[config.mk]
export PLATFORM = sky130hd
export DESIGN_NAME = clk_class_gauge
export DESIGN_NICKNAME = d
export VERILOG_FILES = /design/src/rtl/clk_gauge_pkg.sv /design/src/rtl/cg_ref_sync.sv /design/src/rtl/cg_tick_cnt.sv /design/src/rtl/cg_window_ctl.sv /design/src/rtl/cg_classify.sv /design/src/rtl/clk_class_gauge.sv
export SDC_FILE = /design/constraint.sdc
export NUM_CORES = 1
export LEC_CHECK = 0
export ABC_AREA = 0
export CAP_MARGIN = 5
export CORE_MARGIN = 4
export CORE_UTILIZATION = 36
export DETAILED_ROUTE_END_ITERATION = 8
export DONT_BUFFER_PORTS = 1
export PLACE_DENSITY_LB_ADDON = 0.1
export SLEW_MARGIN = 20
export SYNTH_ARGS = -nofsm -noshare
export SYNTH_HDL_FRONTEND = slang
export SYNTH_HIERARCHICAL = 1
export SYNTH_SLANG_ARGS = --single-unit
[constraint.sdc]
create_clock -name clk_i -period 3.28 [get_ports clk_i]
set_clock_uncertainty 0.2 [all_clocks]
set_input_delay 0.164 -clock clk_i [delete_from_list [all_inputs] [get_ports clk_i]]
set_output_delay 0.164 -clock clk_i [all_outputs]
set_load 0.02 [all_outputs]
[src/rtl/clk_gauge_pkg.sv]
package clk_gauge_pkg;

  typedef enum logic [2:0] {
    FC_12M  = 3'd0,
    FC_13M  = 3'd1,
    FC_19M2 = 3'd2,
    FC_24M  = 3'd3,
    FC_26M  = 3'd4,
    FC_38M4 = 3'd5
  } freq_class_e;

  // strict lower bounds, window of 20 reference periods
  localparam int unsigned TH_38M4 = 19000;
  localparam int unsigned TH_26M  = 15200;
  localparam int unsigned TH_24M  = 13000;
  localparam int unsigned TH_19M2 = 9000;
  localparam int unsigned TH_13M  = 7600;

  typedef struct packed {
    freq_class_e cls;
    logic [2:0]  sel;
    logic        div2;
    logic [1:0]  idx;
    logic        clr_aux;
  } gauge_result_t;

endpackage

[src/rtl/cg_ref_sync.sv]
module cg_ref_sync #(
  parameter int STAGES = 2
) (
  input  logic clk_i,
  input  logic rst_ni,
  input  logic ref_i,
  output logic rise_o
);

  logic [STAGES:0] sh_q;

  always_ff @(posedge clk_i or negedge rst_ni) begin
    if (!rst_ni) sh_q <= '0;
    else         sh_q <= {sh_q[STAGES-1:0], ref_i};
  end

  assign rise_o = sh_q[STAGES-1] & ~sh_q[STAGES];

  p_rise_pulse_r1: assert property (@(posedge clk_i) disable iff (!rst_ni)
    rise_o |=> !rise_o);

endmodule

[src/rtl/cg_tick_cnt.sv]
module cg_tick_cnt #(
  parameter int W = 32
) (
  input  logic         clk_i,
  input  logic         rst_ni,
  output logic [W-1:0] cnt_o
);

  always_ff @(posedge clk_i or negedge rst_ni) begin
    if (!rst_ni) cnt_o <= '0;
    else         cnt_o <= cnt_o + 1'b1;
  end

endmodule

[src/rtl/cg_window_ctl.sv]
module cg_window_ctl #(
  parameter int CNT_W          = 32,
  parameter int SETTLE_PERIODS = 20,
  parameter int WINDOW_PERIODS = 20
) (
  input  logic             clk_i,
  input  logic             rst_ni,
  input  logic             start_i,
  input  logic             rise_i,
  input  logic [CNT_W-1:0] tick_i,
  output logic [CNT_W-1:0] diff_o,
  output logic             diff_vld_o
);

  localparam int MAXP = (SETTLE_PERIODS > WINDOW_PERIODS) ? SETTLE_PERIODS : WINDOW_PERIODS;
  localparam int EW   = $clog2(MAXP + 1);
  localparam logic [EW-1:0] SET_LAST = EW'(SETTLE_PERIODS - 1);
  localparam logic [EW-1:0] WIN_LAST = EW'(WINDOW_PERIODS - 1);

  typedef enum logic [1:0] {ST_IDLE, ST_SETTLE, ST_WINDOW} st_e;

  st_e              st_q;
  logic [EW-1:0]    edge_q;
  logic [CNT_W-1:0] base_q;

  always_ff @(posedge clk_i or negedge rst_ni) begin
    if (!rst_ni) begin
      st_q       <= ST_IDLE;
      edge_q     <= '0;
      base_q     <= '0;
      diff_o     <= '0;
      diff_vld_o <= 1'b0;
    end else begin
      diff_vld_o <= 1'b0;
      unique case (st_q)
        ST_IDLE: if (start_i) begin
          st_q   <= ST_SETTLE;
          edge_q <= '0;
        end
        ST_SETTLE: if (rise_i) begin
          if (edge_q == SET_LAST) begin
            base_q <= tick_i;
            edge_q <= '0;
            st_q   <= ST_WINDOW;
          end else begin
            edge_q <= edge_q + 1'b1;
          end
        end
        ST_WINDOW: if (rise_i) begin
          if (edge_q == WIN_LAST) begin
            diff_o     <= tick_i - base_q;
            diff_vld_o <= 1'b1;
            st_q       <= ST_IDLE;
          end else begin
            edge_q <= edge_q + 1'b1;
          end
        end
        default: st_q <= ST_IDLE;
      endcase
    end
  end

  p_start_ignored_r9: assert property (@(posedge clk_i) disable iff (!rst_ni)
    (st_q != ST_IDLE && start_i && !rise_i) |=> (st_q == $past(st_q) && edge_q == $past(edge_q)));

  p_vld_pulse_r8: assert property (@(posedge clk_i) disable iff (!rst_ni)
    diff_vld_o |=> !diff_vld_o);

endmodule

[src/rtl/cg_classify.sv]
module cg_classify
  import clk_gauge_pkg::*;
#(
  parameter int CNT_W = 32
) (
  input  logic [CNT_W-1:0] diff_i,
  input  logic             prediv2_i,
  output gauge_result_t    res_o
);

  localparam int SW = CNT_W + 1;

  logic [SW-1:0] scaled;
  freq_class_e   cls;
  logic [2:0]    sel;

  assign scaled = prediv2_i ? {diff_i, 1'b0} : {1'b0, diff_i};

  always_comb begin
    if      (scaled > SW'(TH_38M4)) cls = FC_38M4;
    else if (scaled > SW'(TH_26M))  cls = FC_26M;
    else if (scaled > SW'(TH_24M))  cls = FC_24M;
    else if (scaled > SW'(TH_19M2)) cls = FC_19M2;
    else if (scaled > SW'(TH_13M))  cls = FC_13M;
    else                            cls = FC_12M;
  end

  always_comb begin
    unique case (cls)
      FC_38M4: sel = 3'd4;
      FC_26M:  sel = 3'd3;
      FC_19M2: sel = 3'd2;
      FC_13M:  sel = 3'd1;
      default: sel = 3'd0;
    endcase
  end

  always_comb begin
    res_o.cls     = cls;
    res_o.sel     = sel;
    res_o.div2    = (sel > 3'd2);
    res_o.idx     = (sel > 3'd2) ? sel[2:1] : sel[1:0];
    res_o.clr_aux = (sel != 3'd1);
  end

endmodule

[src/rtl/clk_class_gauge.sv]
module clk_class_gauge
  import clk_gauge_pkg::*;
#(
  parameter int CNT_W          = 32,
  parameter int SETTLE_PERIODS = 20,
  parameter int WINDOW_PERIODS = 20,
  parameter int SYNC_STAGES    = 2
) (
  input  logic       clk_i,
  input  logic       rst_ni,
  input  logic       ref_clk_i,
  input  logic       start_i,
  input  logic       prediv2_i,
  output logic       done_o,
  output logic [2:0] class_o,
  output logic [2:0] sel_o,
  output logic       div2_o,
  output logic [1:0] index_o,
  output logic       clr_aux_div_o
);

  logic             ref_rise;
  logic [CNT_W-1:0] tick;
  logic [CNT_W-1:0] diff;
  logic             diff_vld;
  gauge_result_t    res_d, res_q;

  cg_ref_sync #(.STAGES(SYNC_STAGES)) u_sync (
    .clk_i(clk_i), .rst_ni(rst_ni), .ref_i(ref_clk_i), .rise_o(ref_rise));

  cg_tick_cnt #(.W(CNT_W)) u_cnt (
    .clk_i(clk_i), .rst_ni(rst_ni), .cnt_o(tick));

  cg_window_ctl #(
    .CNT_W(CNT_W), .SETTLE_PERIODS(SETTLE_PERIODS), .WINDOW_PERIODS(WINDOW_PERIODS)
  ) u_ctl (
    .clk_i(clk_i), .rst_ni(rst_ni), .start_i(start_i), .rise_i(ref_rise),
    .tick_i(tick), .diff_o(diff), .diff_vld_o(diff_vld));

  cg_classify #(.CNT_W(CNT_W)) u_cls (
    .diff_i(diff), .prediv2_i(prediv2_i), .res_o(res_d));

  always_ff @(posedge clk_i or negedge rst_ni) begin
    if (!rst_ni) begin
      res_q  <= '0;
      done_o <= 1'b0;
    end else begin
      done_o <= diff_vld;
      if (diff_vld) res_q <= res_d;
    end
  end

  assign class_o       = res_q.cls;
  assign sel_o         = res_q.sel;
  assign div2_o        = res_q.div2;
  assign index_o       = res_q.idx;
  assign clr_aux_div_o = res_q.clr_aux;

  p_done_pulse_r8: assert property (@(posedge clk_i) disable iff (!rst_ni)
    done_o |=> !done_o);

  p_hold_r8: assert property (@(posedge clk_i) disable iff (!rst_ni)
    !done_o |-> $stable(res_q));

  p_div_sel_r6: assert property (@(posedge clk_i) disable iff (!rst_ni)
    done_o |-> (div2_o == (sel_o > 3'd2)));

  p_clr_sel_r7: assert property (@(posedge clk_i) disable iff (!rst_ni)
    done_o |-> (clr_aux_div_o == (sel_o != 3'd1)));

endmodule

After elaboration in Yosys (flattened, before gate mapping)
Cells that the tools add are included.
{ "word_totals": {"regBits": 118, "latch_bits": 0, "ram_bits": 0, "rom_bits": 0, "inputBits": 5, "out_inout_bits": 11, "word_cells": 67, "mem_count": 0} }
{ "op_classes": {"addsub": 3, "multipliers": 0, "n_div": 0, "n_lt_le_gt_ge": 6, "n_eq_ne": 14, "n_shift": 0, "muxes": 23, "n_bitwise": 2, "reduce_logical": 6} }
{ "op_table": {"columns": ["operator", "count"], "rows": [
  ["$gt A33 B14 Y1 const B", 3],
  ["$gt A33 B13 Y1 const B", 1],
  ["$gt A33 B15 Y1 const B", 1],
  ["$mux W33", 1],
  ["$add A32 B1 Y32 const B", 1],
  ["$sub A32 B32 Y32", 1],
  ["$mux W5", 5],
  ["$pmux W5 S3", 1],
  ["$mux W2", 6],
  ["$mux W3", 4],
  ["$pmux W3 S4", 1],
  ["$reduce_and A5 Y1", 2],
  ["$ne A2 B2 Y1 const B", 4],
  ["$eq A3 B3 Y1 const B", 2],
  ["$pmux W2 S3", 1],
  ["$reduce_and A3 Y1", 2],
  ["$add A5 B1 Y5 const B", 1],
  ["$eq A5 B5 Y1 const B", 1],
  ["$mux W1", 4],
  ["$ne A2 B1 Y1 const B", 2],
  ["$eq A3 B1 Y1 const B", 1],
  ["$eq A3 B2 Y1 const B", 1],
  ["$gt A3 B2 Y1 const B", 1],
  ["$ne A3 B1 Y1 const B", 1],
  ["other kinds (6)", 6]
]} }

Longest topological paths before layout
{ "logic_depth": {"depth_word": 11, "mapped_depth": 12, "depth_no_buf": 11} }

By module
The synthesis kept the hierarchy.
{ "by_module_without_submodules": {"columns": ["module", "instances", "cells_each", "area_each_um2", "seq_area_each_um2"], "rows": [
  ["cg_window_ctl", 1, 494, 4570.6, 1801.7],
  ["cg_tick_cnt", 1, 127, 1478.9, 800.8],
  ["cg_classify", 1, 154, 968.4, 0.0],
  ["clk_class_gauge", 1, 22, 436.7, 275.3],
  ["cg_ref_sync", 1, 4, 88.8, 75.1]
]} }

Least setup slack after synthesis
OpenSTA, ideal clock, no wires.
{ "synth_timing": {"kind": "register to register", "startpoint": "register u_cnt.cnt_o[0]", "endpoint": "register u_ctl.diff_o[24]", "setup_ns": 0.130, "t_arrival_ns": 2.470, "t_required_ns": 2.950, "path_slack_ns": 0.480, "stages_incl_launch_ff": 12, "path_buffers": 0, "period_less_slack_ns": 2.800, "cell_sequence": "dfrtp_1 > inv_1 > ha_1 > fa_1 > nand2b_1 > a21o_1 > a32oi_2 > a221oi_2 > o31a_1 > o31ai_4 > xnor2_1 > o21ai_1"} }
{ "synth_via": {"elab_chain_len": 1} }
{ "synth_rtl": {"columns": ["item", "line", "source"], "rows": [
  ["start: declaration", "cg_tick_cnt.sv:6", "output logic [W-1:0] cnt_o"],
  ["start signal: assignment", "cg_tick_cnt.sv:11", "else cnt_o <= cnt_o + 1'b1;"],
  ["$sub A32 B32 Y32", "cg_window_ctl.sv:51", "diff_o <= tick_i - base_q;"],
  ["end signal: assignment", "cg_window_ctl.sv:51", null],
  ["end: declaration", "cg_window_ctl.sv:11", "output logic [CNT_W-1:0] diff_o,"]
]} }
No other way between the ends.
A chain may end at the register's enable or synchronous reset.

Worst setup path in the final report
Same ends and word-level chain as after synthesis.

==> impl_metrics.csv <==
group,metric,value,unit
setup_path,worstPathMaxFanout,6,
logic_synthesis,synthesis.area,0.00754,mm2
logic_synthesis,syn_nets,845,
logic_synthesis,ys.flop_type,"dfrtp_1",
setup_path,r2r-start,"u_cnt/cnt_o[0]",
placement,pre_cts_ws,255,ps
run,maxCapViolCount,0,
floorplanning,start_util,0.369,
pwr,cellLeakagePower,3.96,nW
route,vias_per_cell,5.34,
logic_synthesis,synthAdderAreaFrac,0.0657,
worst_hold_path,min_to,"div2_o",
global_route,grt.total_usage,0.155,
clock_tree,cts_num_sinks,118,
setup_path,endpoint_kind,"flop",
placement,place_hpwl,12700,um
sta,hold_viol,0,
setup_path,cp.arrival,3110,ps
logic_synthesis,synth_top_family_by_area,"simple AND/OR/NAND/NOR gates",
sta,max_freq,330,MHz
placement,numPortBuffers,0,
finish,drive_gt1_frac,0.132,
logic_synthesis,synth.avg_cell_area,9.42,um2
floorplanning,die_area,0.0233,mm2
sta,fin_setup_tns,0,ps
setup_path,path_class,"flop to flop",
global_route,grt_pass1_wl,30100,um
logic_synthesis,synthXorXnorAreaFrac,0.0685,
status,status,"finished clean",
finish,final_util,0.412,
finish,final_cell_mix,"dfrtp_1 (118), nand2_1 (87), inv_1 (51), o21ai_0 (50), nor2_1 (42)",
logic_synthesis,ys_seq_elements,118,
setup_path,rr_endpoint,"u_ctl/diff_o[24]",
clock_tree,path_clk_slew,60,ps
clock_tree,cts_made_buffers,17,
pwr,irDropWorstVdd,0.260,mV
setup_path,ff2ff_path_depth,11,
logic_synthesis,synthMuxAreaShare,0.0786,
clock_tree,cts_setup_buffers,0,
sta,worstMarginPinSlew,645,ps
global_route,antenna_found_initial,0,
sta,slew_headroom,0.570,
sta,finalSetupViolations,0,
finish,diodes,0,
sta,fin_crit_sh,0.925,
clock_tree,htree_levels,4,
global_route,grt_pass1_vias,5833,
clock_tree,holdBufCountCts,4,
worst_hold_path,hold_path_depth,6,
logic_synthesis,async_flop_share,1.00,
pwr,p_per_area,430,mW/mm2
sta,period_needed,3030,ps
route,antenna_left,0,
finish,layout.cells.non_filler,1074,
logic_synthesis,synth_area_leaders,"dfrtp_1 (39%), ha_1 (6.3%), mux2_2 (4.9%)",
sta,rsz0062_at_grt,"false",
floorplanning,io_pins,16,
sta,layout_setup_ws,247,ps
placement,place_inst,1039,
setup_path,setup.worst_path.start,"u_cnt/cnt_o[0]",
logic_synthesis,synth_top_cell_by_area,"dfrtp_1",
logic_synthesis,post-synth-top-area-fraction,0.391,
clock_tree,cts_root_buf,"clkbuf_16",
route,wl_per_cell,16.1,um
route,drc_errors,0,
logic_synthesis,synth_compound_area_frac,0.162,
finish,fin_nets,836,
finish,areaGrowthSynthToFinish,11.5,%
sta,slew_violations,0,
worst_hold_path,hold_path_class,"primary input to flop",
clock_tree,cts_resized,0,
logic_synthesis,yosysUniqueCellTypes,82,
setup_path,startpoint_type,"flop",
floorplanning,die_h,153,um
finish,final_common_cell,"dfrtp_1",
floorplanning,fp.coreArea,0.0204,mm2
logic_synthesis,yosys.area_share.simple,0.184,
route,routed_wl,17300,um
global_route,overflow,0,
route,dr.pass1.iters,5,
clock_tree,clock_path_buffers,2,
logic_synthesis,synth_cells,801,
logic_synthesis,synth_edf_count,0,
route,drtIter0Drc,388,
clock_tree,clock_latency,410,ps
route,vias,5740,
floorplanning,rows,52,
logic_synthesis,ys_seq_area_frac,0.391,
floorplanning,die_w,153,um
setup_path,r2r_slack,250,ps
setup_path,critical_path_required,3360,ps
clock_tree,cts_tree,"yes",
placement,gp_congestion,0.843,
logic_synthesis,yosysWarnings,6,
global_route,grt_max_degree,119,
worst_hold_path,min-delay-start,"prediv2_i",
## cell type report
type	instances	area [um2]
flip-flops and latches	118	2950
clock inverters	10	153
repair buffers	9	95.1
fillers	2053	12000
inverters	52	195
clock buffers	21	460
well taps	270	338
multi-input cells	594	4220
## logic make-up after synthesis
kind of cell	after synthesis
xor gates and xnor gates	59
muxes	50
adders and majority gates	39
DFF	118
AOI/OAI and AO/OA	185
and+or+nand+nor	261
buffers and inverters	89
## flip-flops by register name (all words and copies together), names as in the netlist
| name | flops |
|---|---|
| u_cnt/cnt_o | 32 |
| u_ctl/diff_o | 32 |
| clr_aux_div_o | 1 |
| u_sync/sh_q | 3 |
| u_ctl/edge_q | 5 |
| u_ctl/diff_vld_o | 1 |
| class_o | 3 |
| sel_o | 3 |
| index_o | 2 |
| u_ctl/base_q | 32 |
| div2_o | 1 |
| u_ctl/st_q | 2 |
| done_o | 1 |
## metrics by stage
step / area [um2] / total power [mW] / hold WS, ps
final: 8410 / 3.61 / 127
after global routing: 8410 / 3.77 / 119
after CTS: 8410 / 3.68 / 111
after detailed placement: 7740 / 1.65 / -327
after global placement: 7740 / 1.63 / -328
after floorplan: 7540 / 1.63 / -332
## where the power goes
group          total, mW  internal (mW)  switching, mW
Sequential          1.49           1.47         0.0160
Clock               1.96           1.30          0.658
Combinational      0.166         0.0642          0.102
Total               3.61           2.84          0.776
## routing by layer
metal | part of all wire | track usage | vias to the layer above | wire length, um
met5 | 0 | 0 | - | 0
met4 | 0.014 | 0.0479 | 0 | 246
met3 | 0.030 | 0.0329 | 19 | 513
met2 | 0.45 | 0.235 | 93 | 7860
met1 | 0.50 | 0.223 | 2804 | 8680
li1 | - | - | 2824 | -
## worst max-delay path by stage
stage,to,slack (ps)
finish,u_ctl/diff_o[24],250
global route,u_ctl/diff_o[31],20
CTS,u_ctl/diff_o[24],230
detailed placement,u_ctl/diff_o[24],260
global placement,u_ctl/diff_o[24],300
floorplan,u_ctl/diff_o[24],480
## Yosys cell counts (4+ instances only)
cell      instances
buf_6             4
and3_1            6
nor4_1           10
nand2_1          87
a31oi_1           8
mux2i_1           6
nor3_1           14
xor2_1           36
clkbuf_1         27
and2_1            4
a21oi_1          38
nor4b_1           4
buf_2             5
and4_1            5
a211oi_1          5
dfrtp_1         118
o21ai_0          50
ha_1             38
nand2b_1         12
o21ai_1          17
o21bai_1          4
nor4_2            5
nand4_1           8
nand3_1          26
inv_1            51
xnor2_1          23
mux2_2           33
mux2_4           10
nor2b_1           8
o31ai_1           4
a21o_1           18
nor2_1           42
## critical path, cell delays in order, from the launching register on
cell,delay (ps)
dfrtp_1,430
inv_1,90
ha_1,230
fa_1,390
nand2b_1,180
a21o_1,190
a32oi_2,240
a221oi_2,140
o31a_1,360
o31ai_4,230
xnor2_1,150
o21ai_1,70
Power figures use the tool's default switching activity.
